File: config.mk
export PLATFORM = sky130hd
export DESIGN_NAME = vga_text_gen
export DESIGN_NICKNAME = d
export VERILOG_FILES = /design/src/rtl/vga_text_pkg.sv /design/src/rtl/vga_timing.sv /design/src/rtl/vga_row_track.sv /design/src/rtl/vga_pixel_pipe.sv /design/src/rtl/vga_text_gen.sv
export SDC_FILE = /design/constraint.sdc
export NUM_CORES = 1
export LEC_CHECK = 0
export BUFFER_PORTS_ARGS = -buffer_cell sky130_fd_sc_hd__buf_2
export CAP_MARGIN = 20
export CORE_MARGIN = 1
export CORE_UTILIZATION = 62
export CTS_CLUSTER_SIZE = 30
export DETAILED_ROUTE_END_ITERATION = 8
export PLACE_DENSITY = 0.86
export SYNTH_ARGS = -nofsm -noshare
export SYNTH_HDL_FRONTEND = slang
export SYNTH_HIERARCHICAL = 1
export SYNTH_SLANG_ARGS = --single-unit
File: constraint.sdc
create_clock -name clk -period 7.4 [get_ports clk]
set_clock_uncertainty 0.05 [all_clocks]
set_input_delay 2.22 -clock clk [delete_from_list [all_inputs] [get_ports clk]]
set_output_delay 2.22 -clock clk [all_outputs]
set_load 0.005 [all_outputs]
File: src/rtl/vga_text_pkg.sv
package vga_text_pkg;
  localparam int CELL_W  = 8;
  localparam int CELL_B  = 3;
  localparam int CHAN_W  = 2;
  localparam int COLOR_W = 3 * CHAN_W;
  typedef logic [COLOR_W-1:0] color_t;
  typedef struct packed {
    color_t fg;
    color_t bg;
  } color_pair_t;
endpackage

File: src/rtl/vga_timing.sv
module vga_timing #(
  parameter int H_ACTIVE = 400,
  parameter int H_FP     = 20,
  parameter int H_SYNC   = 64,
  parameter int H_BP     = 44,
  parameter int V_ACTIVE = 600,
  parameter int V_FP     = 1,
  parameter int V_SYNC   = 4,
  parameter int V_BP     = 23,
  localparam int H_TOTAL = H_ACTIVE + H_FP + H_SYNC + H_BP,
  localparam int V_TOTAL = V_ACTIVE + V_FP + V_SYNC + V_BP,
  localparam int HC_W    = $clog2(H_TOTAL),
  localparam int LINE_W  = $clog2(V_TOTAL)
) (
  input  logic              clk,
  input  logic              rst_n,
  output logic [HC_W-1:0]   hcnt,
  output logic [LINE_W-1:0] nline,
  output logic              nline_vis,
  output logic              vis,
  output logic              hs_on,
  output logic              vs_on,
  output logic              line_last,
  output logic              prime
);
  logic [LINE_W-1:0] vcnt;
  logic [HC_W-1:0]   hcnt_d;
  logic [LINE_W-1:0] vcnt_d;

  always_comb begin
    line_last = (hcnt == HC_W'(H_TOTAL - 1));
    prime     = (hcnt == HC_W'(H_TOTAL - vga_text_pkg::CELL_W - 1));
    hcnt_d    = line_last ? '0 : hcnt + 1'b1;
    nline     = (vcnt == LINE_W'(V_TOTAL - 1)) ? '0 : vcnt + 1'b1;
    vcnt_d    = line_last ? nline : vcnt;
    nline_vis = (nline < LINE_W'(V_ACTIVE));
    vis       = (hcnt < HC_W'(H_ACTIVE)) && (vcnt < LINE_W'(V_ACTIVE));
    hs_on     = (hcnt >= HC_W'(H_ACTIVE + H_FP)) &&
                (hcnt <  HC_W'(H_ACTIVE + H_FP + H_SYNC));
    vs_on     = (vcnt >= LINE_W'(V_ACTIVE + V_FP)) &&
                (vcnt <  LINE_W'(V_ACTIVE + V_FP + V_SYNC));
  end

  always_ff @(posedge clk or negedge rst_n) begin
    if (!rst_n) begin
      hcnt <= '0;
      vcnt <= LINE_W'(V_TOTAL - 1);
    end else begin
      hcnt <= hcnt_d;
      vcnt <= vcnt_d;
    end
  end
endmodule

File: src/rtl/vga_row_track.sv
module vga_row_track #(
  parameter int COLS   = 50,
  parameter int FH_W   = 4,
  parameter int REP_W  = 4,
  parameter int SCR_AW = 12
) (
  input  logic              clk,
  input  logic              rst_n,
  input  logic              step,
  input  logic              restart,
  input  logic              nline_vis,
  input  logic [FH_W-1:0]   cfg_fh_m1,
  input  logic [REP_W-1:0]  cfg_rep_m1,
  output logic [FH_W-1:0]   grow,
  output logic [SCR_AW-1:0] rowbase,
  output logic              row_vis
);
  logic [REP_W-1:0]  rep, rep_d;
  logic [FH_W-1:0]   grow_d;
  logic [SCR_AW-1:0] rowbase_d;
  logic              row_vis_d;

  always_comb begin
    rep_d     = rep;
    grow_d    = grow;
    rowbase_d = rowbase;
    row_vis_d = row_vis;
    if (step) begin
      row_vis_d = nline_vis;
      if (restart) begin
        rep_d     = '0;
        grow_d    = '0;
        rowbase_d = '0;
      end else if (nline_vis) begin
        if (rep == cfg_rep_m1) begin
          rep_d = '0;
          if (grow == cfg_fh_m1) begin
            grow_d    = '0;
            rowbase_d = rowbase + SCR_AW'(COLS);
          end else begin
            grow_d = grow + 1'b1;
          end
        end else begin
          rep_d = rep + 1'b1;
        end
      end
    end
  end

  always_ff @(posedge clk or negedge rst_n) begin
    if (!rst_n) begin
      rep     <= '0;
      grow    <= '0;
      rowbase <= '0;
      row_vis <= 1'b0;
    end else begin
      rep     <= rep_d;
      grow    <= grow_d;
      rowbase <= rowbase_d;
      row_vis <= row_vis_d;
    end
  end
endmodule

File: src/rtl/vga_pixel_pipe.sv
module vga_pixel_pipe
  import vga_text_pkg::*;
#(
  parameter int COLS   = 50,
  parameter int FH_W   = 4,
  parameter int SCR_AW = 12,
  parameter int FCOL_W = 7,
  localparam int FONT_AW = 7 + FH_W
) (
  input  logic               clk,
  input  logic               rst_n,
  input  logic [CELL_B-1:0]  ph,
  input  logic               prime,
  input  logic               line_last,
  input  logic               vis,
  input  logic               hs_on,
  input  logic               vs_on,
  input  logic               row_vis,
  input  logic [SCR_AW-1:0]  rowbase,
  input  logic [FH_W-1:0]    grow,
  input  logic [7:0]         scr_data,
  input  logic [7:0]         font_data,
  input  color_pair_t        clr_pair,
  output logic [SCR_AW-1:0]  scr_addr,
  output logic [FONT_AW-1:0] font_addr,
  output logic               hsync_n,
  output logic               vsync_n,
  output color_t             rgb
);
  logic [FCOL_W-1:0] fcol, fcol_d;
  logic              code_inv, code_inv_d;
  logic              cell_ok, cell_ok_d;
  logic [7:0]        glyph_nx, glyph_nx_d;
  logic [7:0]        sr, sr_d;
  color_pair_t       pair, pair_d;
  color_t            rgb_d;
  logic              hs_n_d, vs_n_d;
  logic              ph_code, ph_glyph, ph_load;

  always_comb begin
    ph_code  = (ph == CELL_B'(1));
    ph_glyph = (ph == CELL_B'(2));
    ph_load  = (ph == CELL_B'(CELL_W - 1));
    scr_addr  = rowbase + SCR_AW'(fcol);
    font_addr = {scr_data[6:0], grow};

    fcol_d     = prime ? '0 : (ph_load ? fcol + 1'b1 : fcol);
    code_inv_d = ph_code ? scr_data[7] : code_inv;
    cell_ok_d  = ph_code ? (row_vis && (fcol < FCOL_W'(COLS))) : cell_ok;
    glyph_nx_d = glyph_nx;
    if (ph_glyph) glyph_nx_d = cell_ok ? (font_data ^ {8{code_inv}}) : 8'h00;
    sr_d   = ph_load ? glyph_nx : {sr[6:0], 1'b0};
    pair_d = line_last ? (row_vis ? clr_pair : '0) : pair;

    rgb_d  = vis ? (sr[7] ? pair.fg : pair.bg) : '0;
    hs_n_d = ~hs_on | vis;
    vs_n_d = ~vs_on | vis;
  end

  always_ff @(posedge clk or negedge rst_n) begin
    if (!rst_n) begin
      fcol     <= '0;
      code_inv <= 1'b0;
      cell_ok  <= 1'b0;
      glyph_nx <= '0;
      sr       <= '0;
      pair     <= '0;
      rgb      <= '0;
      hsync_n  <= 1'b1;
      vsync_n  <= 1'b1;
    end else begin
      fcol     <= fcol_d;
      code_inv <= code_inv_d;
      cell_ok  <= cell_ok_d;
      glyph_nx <= glyph_nx_d;
      sr       <= sr_d;
      pair     <= pair_d;
      rgb      <= rgb_d;
      hsync_n  <= hs_n_d;
      vsync_n  <= vs_n_d;
    end
  end
endmodule

File: src/rtl/vga_text_gen.sv
module vga_text_gen
  import vga_text_pkg::*;
#(
  parameter int H_ACTIVE = 400,
  parameter int H_FP     = 20,
  parameter int H_SYNC   = 64,
  parameter int H_BP     = 44,
  parameter int V_ACTIVE = 600,
  parameter int V_FP     = 1,
  parameter int V_SYNC   = 4,
  parameter int V_BP     = 23,
  parameter int FH_W     = 4,
  parameter int REP_W    = 4,
  parameter int SCR_AW   = 12,
  localparam int H_TOTAL = H_ACTIVE + H_FP + H_SYNC + H_BP,
  localparam int V_TOTAL = V_ACTIVE + V_FP + V_SYNC + V_BP,
  localparam int HC_W    = $clog2(H_TOTAL),
  localparam int LINE_W  = $clog2(V_TOTAL),
  localparam int COLS    = H_ACTIVE / CELL_W,
  localparam int FCOL_W  = $clog2(H_TOTAL / CELL_W + 1),
  localparam int FONT_AW = 7 + FH_W
) (
  input  logic               clk,
  input  logic               rst_n,
  input  logic [FH_W-1:0]    cfg_fh_m1,
  input  logic [REP_W-1:0]   cfg_rep_m1,
  output logic [SCR_AW-1:0]  scr_addr,
  input  logic [7:0]         scr_data,
  output logic [FONT_AW-1:0] font_addr,
  input  logic [7:0]         font_data,
  output logic [LINE_W-1:0]  clr_addr,
  input  logic [11:0]        clr_data,
  output logic               hsync_n,
  output logic               vsync_n,
  output logic [1:0]         red,
  output logic [1:0]         grn,
  output logic [1:0]         blu
);
  logic              rs_meta, rs_n;
  logic [HC_W-1:0]   h_cnt;
  logic [LINE_W-1:0] nline;
  logic              nline_vis, vis, hs_on, vs_on, line_last, prime;
  logic [FH_W-1:0]   grow;
  logic [SCR_AW-1:0] rowbase;
  logic              row_vis;
  color_t            rgb;

  always_ff @(posedge clk or negedge rst_n) begin
    if (!rst_n) begin
      rs_meta <= 1'b0;
      rs_n    <= 1'b0;
    end else begin
      rs_meta <= 1'b1;
      rs_n    <= rs_meta;
    end
  end

  vga_timing #(
    .H_ACTIVE(H_ACTIVE), .H_FP(H_FP), .H_SYNC(H_SYNC), .H_BP(H_BP),
    .V_ACTIVE(V_ACTIVE), .V_FP(V_FP), .V_SYNC(V_SYNC), .V_BP(V_BP)
  ) u_timing (
    .clk(clk), .rst_n(rs_n), .hcnt(h_cnt), .nline(nline),
    .nline_vis(nline_vis), .vis(vis), .hs_on(hs_on), .vs_on(vs_on),
    .line_last(line_last), .prime(prime)
  );

  vga_row_track #(
    .COLS(COLS), .FH_W(FH_W), .REP_W(REP_W), .SCR_AW(SCR_AW)
  ) u_rows (
    .clk(clk), .rst_n(rs_n), .step(prime), .restart(nline == '0),
    .nline_vis(nline_vis), .cfg_fh_m1(cfg_fh_m1), .cfg_rep_m1(cfg_rep_m1),
    .grow(grow), .rowbase(rowbase), .row_vis(row_vis)
  );

  vga_pixel_pipe #(
    .COLS(COLS), .FH_W(FH_W), .SCR_AW(SCR_AW), .FCOL_W(FCOL_W)
  ) u_pipe (
    .clk(clk), .rst_n(rs_n), .ph(h_cnt[CELL_B-1:0]), .prime(prime),
    .line_last(line_last), .vis(vis), .hs_on(hs_on), .vs_on(vs_on),
    .row_vis(row_vis), .rowbase(rowbase), .grow(grow),
    .scr_data(scr_data), .font_data(font_data),
    .clr_pair(color_pair_t'(clr_data)),
    .scr_addr(scr_addr), .font_addr(font_addr),
    .hsync_n(hsync_n), .vsync_n(vsync_n), .rgb(rgb)
  );

  assign clr_addr = nline;
  assign red = rgb[5:4];
  assign grn = rgb[3:2];
  assign blu = rgb[1:0];
endmodule

==> results by group <==
Placed design
  – Count of buffers from port buffering: 64
  – Detailed-placement wirelength estimate: 7.25 mm
  – Gpl congestion: 0.908

Timing
  – TNS Setup: 0 ns
  – Number of setup violations in the final report: 0
  – Actual slew at the worst max-slew pin: 0.814 ns
  – Fraction of the cycle the final worst path needs: between 60 and 70%
  – Timing-limited maximum frequency: ~210 MHz
  – Final Hold Violating Endpoints: 0
  – Worst max-slew margin expressed relative to the limit: approximately 45%
  – Total count of max-transition violations in the final report: 0
  – Final critical path time including I/O delays and setup: ~4.7 ns
  – Unrepaired setup endpoints after global routing: no

Die
  – Number of rows created at floorplan: 32
  – Placeable core region: 0.00789 mm^2
  – Effective utilization at floorplan: roughly 66%
  – Chip width: between 90 and 100 um
  – Y dimension of the die: 93.4 um
  – I/O pin cnt: 79
  – Die area: 0.00872 mm^2

Power
  – Internal power consumption: ~0.65 mW
  – Seq pwr share: 56.5%
  – Part of the power in the clock network: 40.2%
  – Leakage power: 2.60 nW
  – Power Density: roughly 150 mW/mm^2
  – Net switching power of the design: 0.198 mW
  – Switching share of power: 23.3%
  – Power share of the combinational group: 3.3%
  – Largest voltage drop on the vdd net: 105 uV

Routing
  – Routed wire per std cell: 15.4 um
  – First-pass iteration count of the detailed router: 5
  – Antenna Nets Post-Route: 0
  – DR DRC count: 0
  – Routed WL: around 11 mm
  – Routed via count: 4262
  – Routed via count divided by cell count: 6.09
  – Count of routing violations after the opening detailed-route iteration: 243

Logic synthesis
  – Synth Flop Type: sky130_fd_sc_hd__dfrtp_1
  – Synthesis warning total: 6
  – Count of distinct cell types in the synthesized netlist: 70
  – Proportion of synthesized chip area in sequential cells: a little over two fifths
  – Cell area after technology mapping: 0.00518 mm^2
  – Syn Nets: 606
  – Flip-flop and latch count after synthesis: 87
  – Async S/R FF share, synth: 100%
  – Synthesized area per cell: about 9.4 um^2
  – Number of instances in the synthesized netlist: 551
  – Number of flops mapped to enable cells by yosys: 0

Critical path
  – Setup slack of the worst register-to-register path: 3.43 ns
  – Req. time, crit path: 5.13 ns
  – Reg2reg start: u_timing/vcnt[0]$_DFFE_PN1P_
  – Number of cells on the worst reg-to-reg path: 12
  – Critical path startpoint: u_rows/rowbase[1]$_DFFE_PN0P_
  – Worst r2r dst: u_rows/rowbase[3]$_DFFE_PN0P_
  – CP arrival: between 2 and 2.5 ns
  – CP Capture Type: output pin
  – Worst setup endpoint: scr_addr[10]
  – Launching element type of the critical path: flip-flop
  – Crit Path Class: flip-flop to output pin
  – Critical path fanouts, max: 7

Layout
  – Area used by sequential logic in the layout: 0.00219 mm^2
  – Final core area utilization: 71.8%
  – Number of fillers in the final layout: 562
  – Fraction of final layout cells with drive strength greater than 1: 18.9%
  – Multi-input logic area: 0.00268 mm^2
  – Number of nets in the finished design: approximately 650
  – Area Growth Syn to Fin: 9.35%
  – Number of antenna repair diodes: 0

Job
  – Count of max-cap constraint violations: 0

Global route
  – Via count of the first global-routing pass: 3990
  – Pin count of the biggest net entering global routing: 86
  – Total global routing overflow: 0
  – GRT Resource Usage Total: roughly a quarter
  – Global-route wire length before repair: about 18 mm
  – Initial antenna violation count: 0

Clocking
  – Number of resized instances in the post-cts repair step: 0
  – Buffers inserted during post-CTS setup optimization: 0
  – Number of sinks handled by clock tree synthesis: 87
  – Root buffer cell: sky130_fd_sc_hd__clkbuf_8
  – Hold buffer count at CTS: 0
  – Insertion delay to the later sink of the worst-skew pair: 0.36 ns
  – Number of buffers created by CTS: 9
  – Worst-path clk slew: 0.09 ns
  – H-tree level count: 3
  – Maximum number of buffers from clock root to sink: 2
  – Clock tree from TritonCTS: built

Hold path
  – Worst Hold Class: flip-flop to async pin

Run status
  – Result of the run: complete, no violations
==> registers in the layout (all words and copies together), names as in the netlist, 4 cells and up <==
| register | count |
|---|---|
| u_timing/hcnt | 10 |
| u_pipe/pair | 12 |
| u_rows/grow | 4 |
| u_pipe/glyph_nx | 8 |
| u_pipe/sr | 8 |
| u_timing/vcnt | 10 |
| u_pipe/fcol | 7 |
| u_rows/rowbase | 11 |
| u_rows/rep | 4 |
| u_pipe/rgb | 6 |
==> layout by cell type, fill, tap and decap left out, types with 6 or more instances in the layout <==
cell type                  instances
sky130_fd_sc_hd__nand2_1          80
sky130_fd_sc_hd__dfrtp_1          78
sky130_fd_sc_hd__buf_2            64
sky130_fd_sc_hd__nand3_1          30
sky130_fd_sc_hd__nor2_1           30
sky130_fd_sc_hd__o21ai_0          28
sky130_fd_sc_hd__inv_1            25
sky130_fd_sc_hd__xnor2_1          25
sky130_fd_sc_hd__xor2_1           21
sky130_fd_sc_hd__nor2b_1          20
sky130_fd_sc_hd__ha_1             16
sky130_fd_sc_hd__clkbuf_8          9
sky130_fd_sc_hd__a21oi_1           9
sky130_fd_sc_hd__dfstp_2           8
sky130_fd_sc_hd__and3_1            7
sky130_fd_sc_hd__mux2i_1           7
sky130_fd_sc_hd__nor3_1            7
sky130_fd_sc_hd__o31ai_1           7
sky130_fd_sc_hd__a41oi_1           7
sky130_fd_sc_hd__nand2b_1          6
sky130_fd_sc_hd__a31oi_1           6
==> layout make-up <==
class	instances	area share, %
multi-input combinational	401	47.2
sequential	87	38.7
timing repair buffer	67	6.41
clock buffer	10	2.25
tap	102	2.25
inverter	27	1.79
clock inverter	6	1.37
==> stage by stage <==
step	setup slack [ns]	hold WS [ns]	instance area, um^2	cells	power (mW)
final	2.70	0.117	5660	700	0.848
after CTS	2.71	0.326	5640	699	0.854
after global routing	2.59	0.131	5660	700	0.881
after global placement	2.91	0.289	5430	683	0.513
after detailed placement	2.91	0.303	5430	683	0.514
after floorplan	2.80	0.281	5180	551	0.506
==> kinds of logic (layout without fill, tap and decap cells) <==
family	Yosys count	after routing	share of synthesized area, %
AOI/OAI and AO/OA	108	108	15.2
DFF	87	87	42.2
and+or+nand+nor	218	218	22.1
muxes	10	10	2.01
buffers and inverters	63	110	6.21
xor gates and xnor gates	46	46	7.78
other	2	2	0.145
adders and majority gates	17	17	4.25
==> power groups by stage <==
stage          clock, mW  combinational, mW  sequential [mW]
5_1_grt            0.370             0.0316            0.479
3_5_place_dp           0             0.0183            0.496
2_1_floorplan          0             0.0133            0.492
6_report           0.341             0.0278            0.479
4_1_cts            0.349             0.0185            0.487
3_3_place_gp           0             0.0175            0.496
==> synth_stat cells, types with 9 or more instances <==
cell type                   n  area, um^2
sky130_fd_sc_hd__buf_4     14         105
sky130_fd_sc_hd__nand2_1   80         300
sky130_fd_sc_hd__clkbuf_1  11        41.3
sky130_fd_sc_hd__nand3_1   30         150
sky130_fd_sc_hd__nor2_1    30         113
sky130_fd_sc_hd__nor2b_1   20         125
sky130_fd_sc_hd__inv_1     25        93.8
sky130_fd_sc_hd__ha_1      16         200
sky130_fd_sc_hd__xor2_1    21         184
sky130_fd_sc_hd__xnor2_1   25         219
sky130_fd_sc_hd__o21ai_0   28         140
sky130_fd_sc_hd__dfrtp_1   79        1980
sky130_fd_sc_hd__a21oi_1    9        45.0
==> worst min-delay path by stage <==
stage                     slack, ns  depth (start not counted)                             end
after floorplan                0.28                          0                  rs_n$_DFF_PN0_
after global placement         0.29                          0                  rs_n$_DFF_PN0_
after detailed placement       0.30                          0                  rs_n$_DFF_PN0_
after CTS                      0.33                          0                  rs_n$_DFF_PN0_
after global routing           0.13                          0  u_pipe/glyph_nx[7]$_DFFE_PN0N_
final                          0.12                          0  u_pipe/glyph_nx[7]$_DFFE_PN0N_
==> metal layers <==
metal,wire length [um],track usage (%),part of all wire (%),vias up
met5,0,0,0,-
met4,99,6.54,0.92,0
met3,563,5.37,5.2,12
met2,5270,43.3,49,156
met1,4850,36.8,45,2089
li1,-,-,-,2005
==> worst max-delay path, cell delays in order (launching register included) <==
cell and delay [ns]:
sky130_fd_sc_hd__dfrtp_1 0.50, sky130_fd_sc_hd__fa_1 0.50, sky130_fd_sc_hd__a21o_1 0.22, sky130_fd_sc_hd__a221oi_2 0.37
sky130_fd_sc_hd__a2111oi_1 0.15, sky130_fd_sc_hd__o21ba_1 0.23, sky130_fd_sc_hd__buf_2 0.10
Power figures use the tool's default switching activity.
